[src/rtl/uart_flow_pkg.sv]
package uart_flow_pkg;
  localparam int OVS = 16;
  typedef enum logic [1:0] {LN_IDLE, LN_START, LN_DATA, LN_STOP} line_st_e;
endpackage

[src/rtl/uart_flow_tick.sv]
module uart_flow_tick #(
  parameter int DIV = 4
) (
  input  logic clk,
  input  logic rst_n,
  output logic tick_o
);
  localparam int CW = (DIV > 1) ? $clog2(DIV) : 1;
  logic [CW-1:0] cnt_q, cnt_d;

  always_comb begin
    tick_o = (cnt_q == CW'(DIV - 1));
    cnt_d  = tick_o ? '0 : cnt_q + 1'b1;
  end

  always_ff @(posedge clk or negedge rst_n) begin
    if (!rst_n) cnt_q <= '0;
    else        cnt_q <= cnt_d;
  end
endmodule

[src/rtl/uart_flow_tx.sv]
module uart_flow_tx
  import uart_flow_pkg::*;
#(
  parameter int DATA_W = 8
) (
  input  logic              clk,
  input  logic              rst_n,
  input  logic              tick_i,
  input  logic              wr_i,
  input  logic [DATA_W-1:0] din_i,
  input  logic              gate_en_i,
  input  logic              ctsn_i,
  output logic              hold_full_o,
  output logic              txd_o
);
  localparam int BW = $clog2(DATA_W);

  line_st_e          st_q, st_d;
  logic [3:0]        sub_q, sub_d;
  logic [BW-1:0]     bit_q, bit_d;
  logic [DATA_W-1:0] shf_q, shf_d, hd_q, hd_d;
  logic              hv_q, hv_d, txd_q, txd_d;
  logic              cts_s1_q, cts_s2_q;
  logic              cts_ok;

  always_comb begin
    st_d  = st_q;
    sub_d = sub_q;
    bit_d = bit_q;
    shf_d = shf_q;
    txd_d = txd_q;
    hv_d  = hv_q;
    hd_d  = hd_q;
    cts_ok = !gate_en_i || !cts_s2_q;
    if (wr_i && !hv_q) begin
      hv_d = 1'b1;
      hd_d = din_i;
    end
    if (st_q == LN_IDLE) begin
      if (tick_i && hv_q && cts_ok) begin
        st_d  = LN_START;
        shf_d = hd_q;
        sub_d = '0;
        txd_d = 1'b0;
        hv_d  = 1'b0;
      end
    end else if (tick_i) begin
      if (sub_q == 4'(OVS - 1)) begin
        sub_d = '0;
        unique case (st_q)
          LN_START: begin
            st_d  = LN_DATA;
            bit_d = '0;
            txd_d = shf_q[0];
          end
          LN_DATA: begin
            if (bit_q == BW'(DATA_W - 1)) begin
              st_d  = LN_STOP;
              txd_d = 1'b1;
            end else begin
              shf_d = shf_q >> 1;
              txd_d = shf_q[1];
              bit_d = bit_q + 1'b1;
            end
          end
          default: begin
            st_d  = LN_IDLE;
            txd_d = 1'b1;
          end
        endcase
      end else begin
        sub_d = sub_q + 1'b1;
      end
    end
  end

  always_ff @(posedge clk or negedge rst_n) begin
    if (!rst_n) begin
      st_q     <= LN_IDLE;
      sub_q    <= '0;
      bit_q    <= '0;
      shf_q    <= '0;
      txd_q    <= 1'b1;
      hv_q     <= 1'b0;
      hd_q     <= '0;
      cts_s1_q <= 1'b1;
      cts_s2_q <= 1'b1;
    end else begin
      st_q     <= st_d;
      sub_q    <= sub_d;
      bit_q    <= bit_d;
      shf_q    <= shf_d;
      txd_q    <= txd_d;
      hv_q     <= hv_d;
      hd_q     <= hd_d;
      cts_s1_q <= ctsn_i;
      cts_s2_q <= cts_s1_q;
    end
  end

  assign hold_full_o = hv_q;
  assign txd_o       = txd_q;

  // a negated, gated clear-to-send keeps the transmitter idle
  a_r7_cts_blocks_start: assert property (@(posedge clk) disable iff (!rst_n)
    (st_q == LN_IDLE && gate_en_i && cts_s2_q) |=> (st_q == LN_IDLE));
  // once data bits are on the line the character is never abandoned
  a_r8_no_abort: assert property (@(posedge clk) disable iff (!rst_n)
    (st_q == LN_DATA) |=> (st_q != LN_IDLE));
  // idle line is high
  a_r2_idle_high: assert property (@(posedge clk) disable iff (!rst_n)
    (st_q == LN_IDLE) |-> txd_o);
endmodule

[src/rtl/uart_flow_rx.sv]
module uart_flow_rx
  import uart_flow_pkg::*;
#(
  parameter int DATA_W = 8
) (
  input  logic              clk,
  input  logic              rst_n,
  input  logic              tick_i,
  input  logic              rxd_i,
  output logic              start_o,
  output logic              byte_v_o,
  output logic [DATA_W-1:0] byte_o
);
  localparam int BW  = $clog2(DATA_W);
  localparam int MID = OVS / 2 - 2;

  line_st_e          st_q, st_d;
  logic [3:0]        sub_q, sub_d;
  logic [BW-1:0]     bit_q, bit_d;
  logic [DATA_W-1:0] shf_q, shf_d;
  logic              s1_q, s2_q;
  logic              start_q, start_d, bv_q, bv_d;

  always_comb begin
    st_d    = st_q;
    sub_d   = sub_q;
    bit_d   = bit_q;
    shf_d   = shf_q;
    start_d = 1'b0;
    bv_d    = 1'b0;
    if (tick_i) begin
      unique case (st_q)
        LN_IDLE: begin
          if (!s2_q) begin
            st_d  = LN_START;
            sub_d = '0;
          end
        end
        LN_START: begin
          if (sub_q == 4'(MID)) begin
            sub_d = '0;
            if (s2_q) begin
              st_d = LN_IDLE;
            end else begin
              st_d    = LN_DATA;
              bit_d   = '0;
              start_d = 1'b1;
            end
          end else begin
            sub_d = sub_q + 1'b1;
          end
        end
        LN_DATA: begin
          if (sub_q == 4'(OVS - 1)) begin
            sub_d = '0;
            shf_d = {s2_q, shf_q[DATA_W-1:1]};
            bit_d = bit_q + 1'b1;
            if (bit_q == BW'(DATA_W - 1)) st_d = LN_STOP;
          end else begin
            sub_d = sub_q + 1'b1;
          end
        end
        default: begin
          if (sub_q == 4'(OVS - 1)) begin
            sub_d = '0;
            st_d  = LN_IDLE;
            bv_d  = s2_q;
          end else begin
            sub_d = sub_q + 1'b1;
          end
        end
      endcase
    end
  end

  always_ff @(posedge clk or negedge rst_n) begin
    if (!rst_n) begin
      st_q    <= LN_IDLE;
      sub_q   <= '0;
      bit_q   <= '0;
      shf_q   <= '0;
      s1_q    <= 1'b1;
      s2_q    <= 1'b1;
      start_q <= 1'b0;
      bv_q    <= 1'b0;
    end else begin
      st_q    <= st_d;
      sub_q   <= sub_d;
      bit_q   <= bit_d;
      shf_q   <= shf_d;
      s1_q    <= rxd_i;
      s2_q    <= s1_q;
      start_q <= start_d;
      bv_q    <= bv_d;
    end
  end

  assign start_o  = start_q;
  assign byte_v_o = bv_q;
  assign byte_o   = shf_q;

  // a line that is high again at mid start bit aborts the frame
  a_r3_glitch_reject: assert property (@(posedge clk) disable iff (!rst_n)
    (st_q == LN_START && tick_i && sub_q == 4'(MID) && s2_q) |=> (st_q == LN_IDLE && !start_o));
  // a byte is delivered only when leaving the stop bit
  a_r2_byte_from_stop: assert property (@(posedge clk) disable iff (!rst_n)
    byte_v_o |-> $past(st_q == LN_STOP));
endmodule

[src/rtl/uart_flow_fifo.sv]
module uart_flow_fifo #(
  parameter int DEPTH  = 8,
  parameter int DATA_W = 8
) (
  input  logic              clk,
  input  logic              rst_n,
  input  logic              push_i,
  input  logic [DATA_W-1:0] din_i,
  input  logic              pop_i,
  output logic [DATA_W-1:0] dout_o,
  output logic              empty_o,
  output logic              full_o
);
  localparam int AW = $clog2(DEPTH);

  logic [DATA_W-1:0] mem_q [DEPTH];
  logic [AW-1:0]     wp_q, wp_d, rp_q, rp_d;
  logic [AW:0]       cnt_q, cnt_d;
  logic              do_push, do_pop;

  always_comb begin
    empty_o = (cnt_q == '0);
    full_o  = (cnt_q == (AW+1)'(DEPTH));
    do_pop  = pop_i && !empty_o;
    do_push = push_i && (!full_o || do_pop);
    wp_d    = wp_q;
    rp_d    = rp_q;
    cnt_d   = cnt_q;
    if (do_push) wp_d = (wp_q == AW'(DEPTH - 1)) ? '0 : wp_q + 1'b1;
    if (do_pop)  rp_d = (rp_q == AW'(DEPTH - 1)) ? '0 : rp_q + 1'b1;
    if (do_push && !do_pop) cnt_d = cnt_q + 1'b1;
    if (do_pop && !do_push) cnt_d = cnt_q - 1'b1;
  end

  always_ff @(posedge clk or negedge rst_n) begin
    if (!rst_n) begin
      wp_q  <= '0;
      rp_q  <= '0;
      cnt_q <= '0;
    end else begin
      wp_q  <= wp_d;
      rp_q  <= rp_d;
      cnt_q <= cnt_d;
    end
  end

  always_ff @(posedge clk) begin
    if (do_push) mem_q[wp_q] <= din_i;
  end

  assign dout_o = mem_q[rp_q];

  // occupancy never passes the configured depth
  a_r12_count_limit: assert property (@(posedge clk) disable iff (!rst_n)
    cnt_q <= (AW+1)'(DEPTH));
  // a push into a full FIFO is only legal alongside a pop
  a_r10_full_push_needs_pop: assert property (@(posedge clk) disable iff (!rst_n)
    (push_i && full_o) |-> pop_i);
endmodule

[src/rtl/uart_flow_top.sv]
module uart_flow_top #(
  parameter int CLK_PER_SAMPLE = 4,
  parameter int RX_DEPTH       = 8,
  parameter int DATA_W         = 8
) (
  input  logic              clk,
  input  logic              rst_n,
  input  logic              tx_wr_i,
  input  logic [DATA_W-1:0] tx_data_i,
  output logic              tx_hold_full_o,
  input  logic              rx_rd_i,
  output logic [DATA_W-1:0] rx_data_o,
  output logic              rx_valid_o,
  input  logic              mode_wr_i,
  input  logic [2:0]        mode_data_i,
  output logic              txd_o,
  input  logic              rxd_i,
  output logic              rtsn_o,
  input  logic              ctsn_i
);
  logic              tick;
  logic              cts_en_q, rx_ctl_q, man_q;
  logic              rx_start, rx_bv;
  logic [DATA_W-1:0] rx_byte;
  logic              held_v_q, held_v_d;
  logic [DATA_W-1:0] held_d_q, held_d_d;
  logic              fifo_push, fifo_pop, fifo_empty, fifo_full;
  logic              rts_flag_q, rts_flag_d;

  uart_flow_tick #(.DIV(CLK_PER_SAMPLE)) u_tick (
    .clk(clk), .rst_n(rst_n), .tick_o(tick)
  );

  uart_flow_tx #(.DATA_W(DATA_W)) u_tx (
    .clk(clk), .rst_n(rst_n), .tick_i(tick), .wr_i(tx_wr_i), .din_i(tx_data_i),
    .gate_en_i(cts_en_q), .ctsn_i(ctsn_i), .hold_full_o(tx_hold_full_o), .txd_o(txd_o)
  );

  uart_flow_rx #(.DATA_W(DATA_W)) u_rx (
    .clk(clk), .rst_n(rst_n), .tick_i(tick), .rxd_i(rxd_i),
    .start_o(rx_start), .byte_v_o(rx_bv), .byte_o(rx_byte)
  );

  uart_flow_fifo #(.DEPTH(RX_DEPTH), .DATA_W(DATA_W)) u_fifo (
    .clk(clk), .rst_n(rst_n), .push_i(fifo_push), .din_i(held_d_q), .pop_i(fifo_pop),
    .dout_o(rx_data_o), .empty_o(fifo_empty), .full_o(fifo_full)
  );

  always_comb begin
    fifo_pop  = rx_rd_i && !fifo_empty;
    fifo_push = held_v_q && (!fifo_full || fifo_pop);
    held_v_d  = held_v_q;
    held_d_d  = held_d_q;
    if (fifo_push) held_v_d = 1'b0;
    if (rx_bv && (!held_v_q || fifo_push)) begin
      held_v_d = 1'b1;
      held_d_d = rx_byte;
    end
    rts_flag_d = rts_flag_q;
    if (rx_start && fifo_full) rts_flag_d = 1'b1;
    else if (fifo_pop)         rts_flag_d = 1'b0;
  end

  always_ff @(posedge clk or negedge rst_n) begin
    if (!rst_n) begin
      cts_en_q   <= 1'b0;
      rx_ctl_q   <= 1'b0;
      man_q      <= 1'b0;
      held_v_q   <= 1'b0;
      held_d_q   <= '0;
      rts_flag_q <= 1'b0;
    end else begin
      if (mode_wr_i) begin
        cts_en_q <= mode_data_i[0];
        rx_ctl_q <= mode_data_i[1];
        man_q    <= mode_data_i[2];
      end
      held_v_q   <= held_v_d;
      held_d_q   <= held_d_d;
      rts_flag_q <= rts_flag_d;
    end
  end

  assign rx_valid_o = !fifo_empty;
  assign rtsn_o     = rx_ctl_q ? rts_flag_q : !man_q;

  // request is withdrawn only on a start bit seen with the FIFO full
  a_r9_rts_needs_full: assert property (@(posedge clk) disable iff (!rst_n)
    $rose(rts_flag_q) |-> ($past(fifo_full) && $past(rx_start)));
  // a held byte never lingers while the FIFO has space
  a_r10_held_drains: assert property (@(posedge clk) disable iff (!rst_n)
    (held_v_q && !fifo_full && !rx_bv) |=> !held_v_q);
endmodule

[config.mk]
export PLATFORM = sky130hd
export DESIGN_NAME = uart_flow_top
export DESIGN_NICKNAME = d
export VERILOG_FILES = /design/src/rtl/uart_flow_pkg.sv /design/src/rtl/uart_flow_tick.sv /design/src/rtl/uart_flow_tx.sv /design/src/rtl/uart_flow_rx.sv /design/src/rtl/uart_flow_fifo.sv /design/src/rtl/uart_flow_top.sv
export SDC_FILE = /design/constraint.sdc
export NUM_CORES = 1
export LEC_CHECK = 0
export ABC_AREA = 1
export BUFFER_PORTS_ARGS = -buffer_cell sky130_fd_sc_hd__buf_2
export CAP_MARGIN = 15
export CORE_ASPECT_RATIO = 0.75
export CORE_UTILIZATION = 35
export DETAILED_ROUTE_END_ITERATION = 7
export GPL_ROUTABILITY_DRIVEN = 0
export HOLD_SLACK_MARGIN = 0.12
export PLACE_DENSITY_LB_ADDON = 0.3
export SLEW_MARGIN = 25
export SYNTH_ARGS = -nofsm -noshare
export SYNTH_HDL_FRONTEND = slang
export SYNTH_HIERARCHICAL = 1
export SYNTH_SLANG_ARGS = --single-unit
[constraint.sdc]
create_clock -name clk -period 6.78 [get_ports clk]
set_input_delay 1.017 -clock clk [delete_from_list [all_inputs] [get_ports clk]]
set_output_delay 1.017 -clock clk [all_outputs]
set_load 0.01 [all_outputs]
==> results.cfg <==
[sta]
clock.fmax_mhz = 311
min_period_ns = 3.22
hold_viol_final = 0
slew_violations = 0
finClkSkew_ns = 0.0106
finalWorstSetupSlack_ns = 3.56
slew_headroom = 0.350
tightest_slew_ns = 0.976
tns_ns = 0
finalSetupViolCount = 0
fin_crit_sh = 0.475
rsz0062_at_grt = false

[worst_setup_path]
critical_path.top_delay_family = flip-flops
reg2reg_to = u_fifo/cnt_q[3]$_DFFE_PN0P_
cp.arrival_ns = 2.20
crit_buf_inv = 2
slowest_stage = dfrtp_2
reg2reg_depth = 17
r2r-start = u_fifo/cnt_q[1]$_DFFE_PN0P_
crit_type = flip-flop to output pin
path_max_fanout = 35
rrSetupSlack_ns = 4.52
crit_required_ns = 5.76
cp-start-kind = flip-flop
worstSetupEndpointType = output pin
max_stage_delay_ns = 0.79
path_cells = inv_2 > nor2_1 > o22ai_1 > nand2_1 > nand2_1 > buf_2
critPathMostFrequentCell = nand2_1

[clocking]
cts_max_level = 4
clock_latency_ns = 0.41
clock_path_buffers = 2
ctsRootBufferMaster = clkbuf_16
clock_sink_count = 139
clkSlewWorstSetupHoldPaths_ns = 0.06
post-cts-setup-buffer-count = 0
cts_buffers = 17
cts_resized = 0
cts_hold_buf = 0
cts_tree = yes

[synthesis]
async_flop_share = 0.540
yosys.cell_count.top_type = nand2_1
yosys_warnings = 6
synth_flop_cell = dfrtp_1
synth.net_count = 632
yosysTopAreaCellShare = 0.306
synth_area_leaders = edfxtp_1, dfrtp_1, nand2_1
synth_seq_cells = 139
synth_cell_type_count = 45
synthTopCellsByCount = nand2_1, dfrtp_1, edfxtp_1
yosysSeqAreaShare = 0.606
synth_edf_count = 64
synth_cells = 596
synth_area_sq_um = 6280
syn_area_per_cell_sq_um = 10.5
yosysTopAreaCell = edfxtp_1

[place]
post_dp_cell_area_sq_um = 6670
numPortBuffers = 29
dp_cells = 858
post-place-ws_ns = 4.00
dp.final_hpwl_um = 7880

[route]
drc = 0
vias = 4198
viasPerCell = 4.72
wl_per_cell_um = 13.2
drtPass1Iterations = 5
drt.antenna.violating_nets = 0
drtIter0Drc = 369
routed_wirelength_um = 11800

[floorplanning]
num_rows = 42
dieArea_sq_um = 18500
initial_core_util = 0.357
core_area_sq_um = 17600
die_h_um = 118
chipWidth_um = 157
ios = 30

[hold_path]
holdPathStages = 0
hold_path_class = flip-flop to flip-flop
min_to = u_tx/cts_s2_q$_DFF_PN1_
min_from = u_tx/cts_s1_q$_DFF_PN1_

[power_and_ir_drop]
switchingPower_w = 0.000917
p_comb_frac = 0.244
p_clk_frac = 0.340
p_int_w = 0.00178
p_sw_frac = 0.340
total_power_w = 0.00270
power_frac_seq = 0.415
power.leakage_nw = 3.26
power_density_nw_per_um2 = 371
ir_drop_mv = 0.182

[finish]
finalNetCount = 671
design_area_sq_um = 7270
syn2layout_area_growth_pct = 15.8
fill_cells = 1664
layout-drive-gt1-share = 0.201
fin_cells = 890
antenna_cells = 0

[grt]
grt_pass1_wl_um = 20300
antenna_found_initial = 0
grt_util_all_layers = 0.141
first_global_vias = 4094
grt_overflow = 0
grt_max_degree = 76

[run]
drv_cap = 0

[outcome]
outcome = finished clean
## layer usage
layer,up-vias,wire [um],track usage
met1,2012,5730,0.198
met4,0,125,0.0527
met3,10,412,0.0265
li1,2103,-,-
met5,-,0,0
met2,73,5480,0.218
## how the worst max path moves through the flow
stage / startpoint / end / slack (ns) / cells after the start
floorplan: rx_rd_i / u_fifo/mem_q[1][0]$_DFFE_PP_ / 3.99 / 5
global placement: u_fifo/rp_q[0]$_DFFE_PN0N_ / rx_data_o[1] / 3.63 / 6
detailed placement: u_fifo/rp_q[0]$_DFFE_PN0N_ / rx_data_o[0] / 4.00 / 6
CTS: u_fifo/rp_q[0]$_DFFE_PN0N_ / rx_data_o[4] / 3.52 / 6
global route: u_fifo/rp_q[0]$_DFFE_PN0N_ / rx_data_o[3] / 3.29 / 6
finish: u_fifo/rp_q[0]$_DFFE_PN0N_ / rx_data_o[0] / 3.56 / 6
## flip-flops by register name, summed over array words and instances (netlist names), 4 cells and up
signal / flops
held_d_q: 8
u_fifo/cnt_q: 4
u_fifo/mem_q: 64
u_rx/byte_o: 8
u_rx/sub_q: 4
u_tx/hd_q: 8
u_tx/shf_q: 8
u_tx/sub_q: 4
## final cells by class
type                            instances  area [sq um]  area share
Clock buffer                           18           429      0.0590
Timing Repair Buffer                   37           211      0.0291
Clock inverter                         14           163      0.0224
Sequential cell                       139          3810       0.524
Tap cell                              242           303      0.0417
Inverter                               46           176      0.0243
Multi-Input combinational cell        394          2180       0.300
## cells in the final DEF (no fill, tap or decap), types with 2 or more instances in the layout
| master | instances |
|---|---|
| mux2_2 | 8 |
| nor3_1 | 3 |
| inv_6 | 5 |
| buf_2 | 28 |
| clkinvlp_4 | 4 |
| a21oi_2 | 2 |
| nand3_1 | 28 |
| dfstp_2 | 5 |
| o21ai_1 | 10 |
| nand4_1 | 11 |
| mux2_1 | 3 |
| nand3b_1 | 2 |
| or2_2 | 3 |
| nor2_1 | 53 |
| ha_1 | 17 |
| nand2_4 | 3 |
| o22ai_1 | 8 |
| buf_4 | 8 |
| inv_2 | 9 |
| nand4_4 | 2 |
| clkbuf_16 | 17 |
| nand2_2 | 9 |
| a21oi_1 | 6 |
| inv_1 | 34 |
| dfrtp_1 | 69 |
| nand3_2 | 2 |
| clkinv_4 | 2 |
| nor2_2 | 3 |
| o21ai_2 | 10 |
| bufinv_16 | 2 |
| edfxtp_1 | 64 |
| mux2i_1 | 8 |
| nor4_1 | 8 |
| nand2_1 | 149 |
| o21ai_0 | 37 |
## cell families after synthesis
kind of cell,synth area share
muxes,0.0325
and+or+nand+nor,0.202
buffers and inverters,0.0464
AOI/OAI and AO/OA,0.0734
xor gates and xnor gates,0.00279
DFF,0.606
adders and majority gates,0.0371
## power groups by stage
| stage | combinational [W] | sequential [W] | clock (W) |
|---|---|---|---|
| floorplan | 0.000577 | 0.00105 | 0 |
| global placement | 0.000634 | 0.00112 | 0 |
| detailed placement | 0.000656 | 0.00113 | 0 |
| CTS | 0.000663 | 0.00112 | 0.000942 |
| global route | 0.000749 | 0.00114 | 0.000980 |
| finish | 0.000659 | 0.00112 | 0.000918 |
## per-stage QoR
| step | utilization | hold slack [ns] |
|---|---|---|
| finish | 0.413 | 0.358 |
| global route | 0.413 | 0.361 |
| CTS | 0.413 | 0.359 |
| global placement | 0.379 | 0.346 |
| floorplan | - | 0.345 |
| detailed placement | 0.379 | 0.350 |
Power figures use the tool's default switching activity.
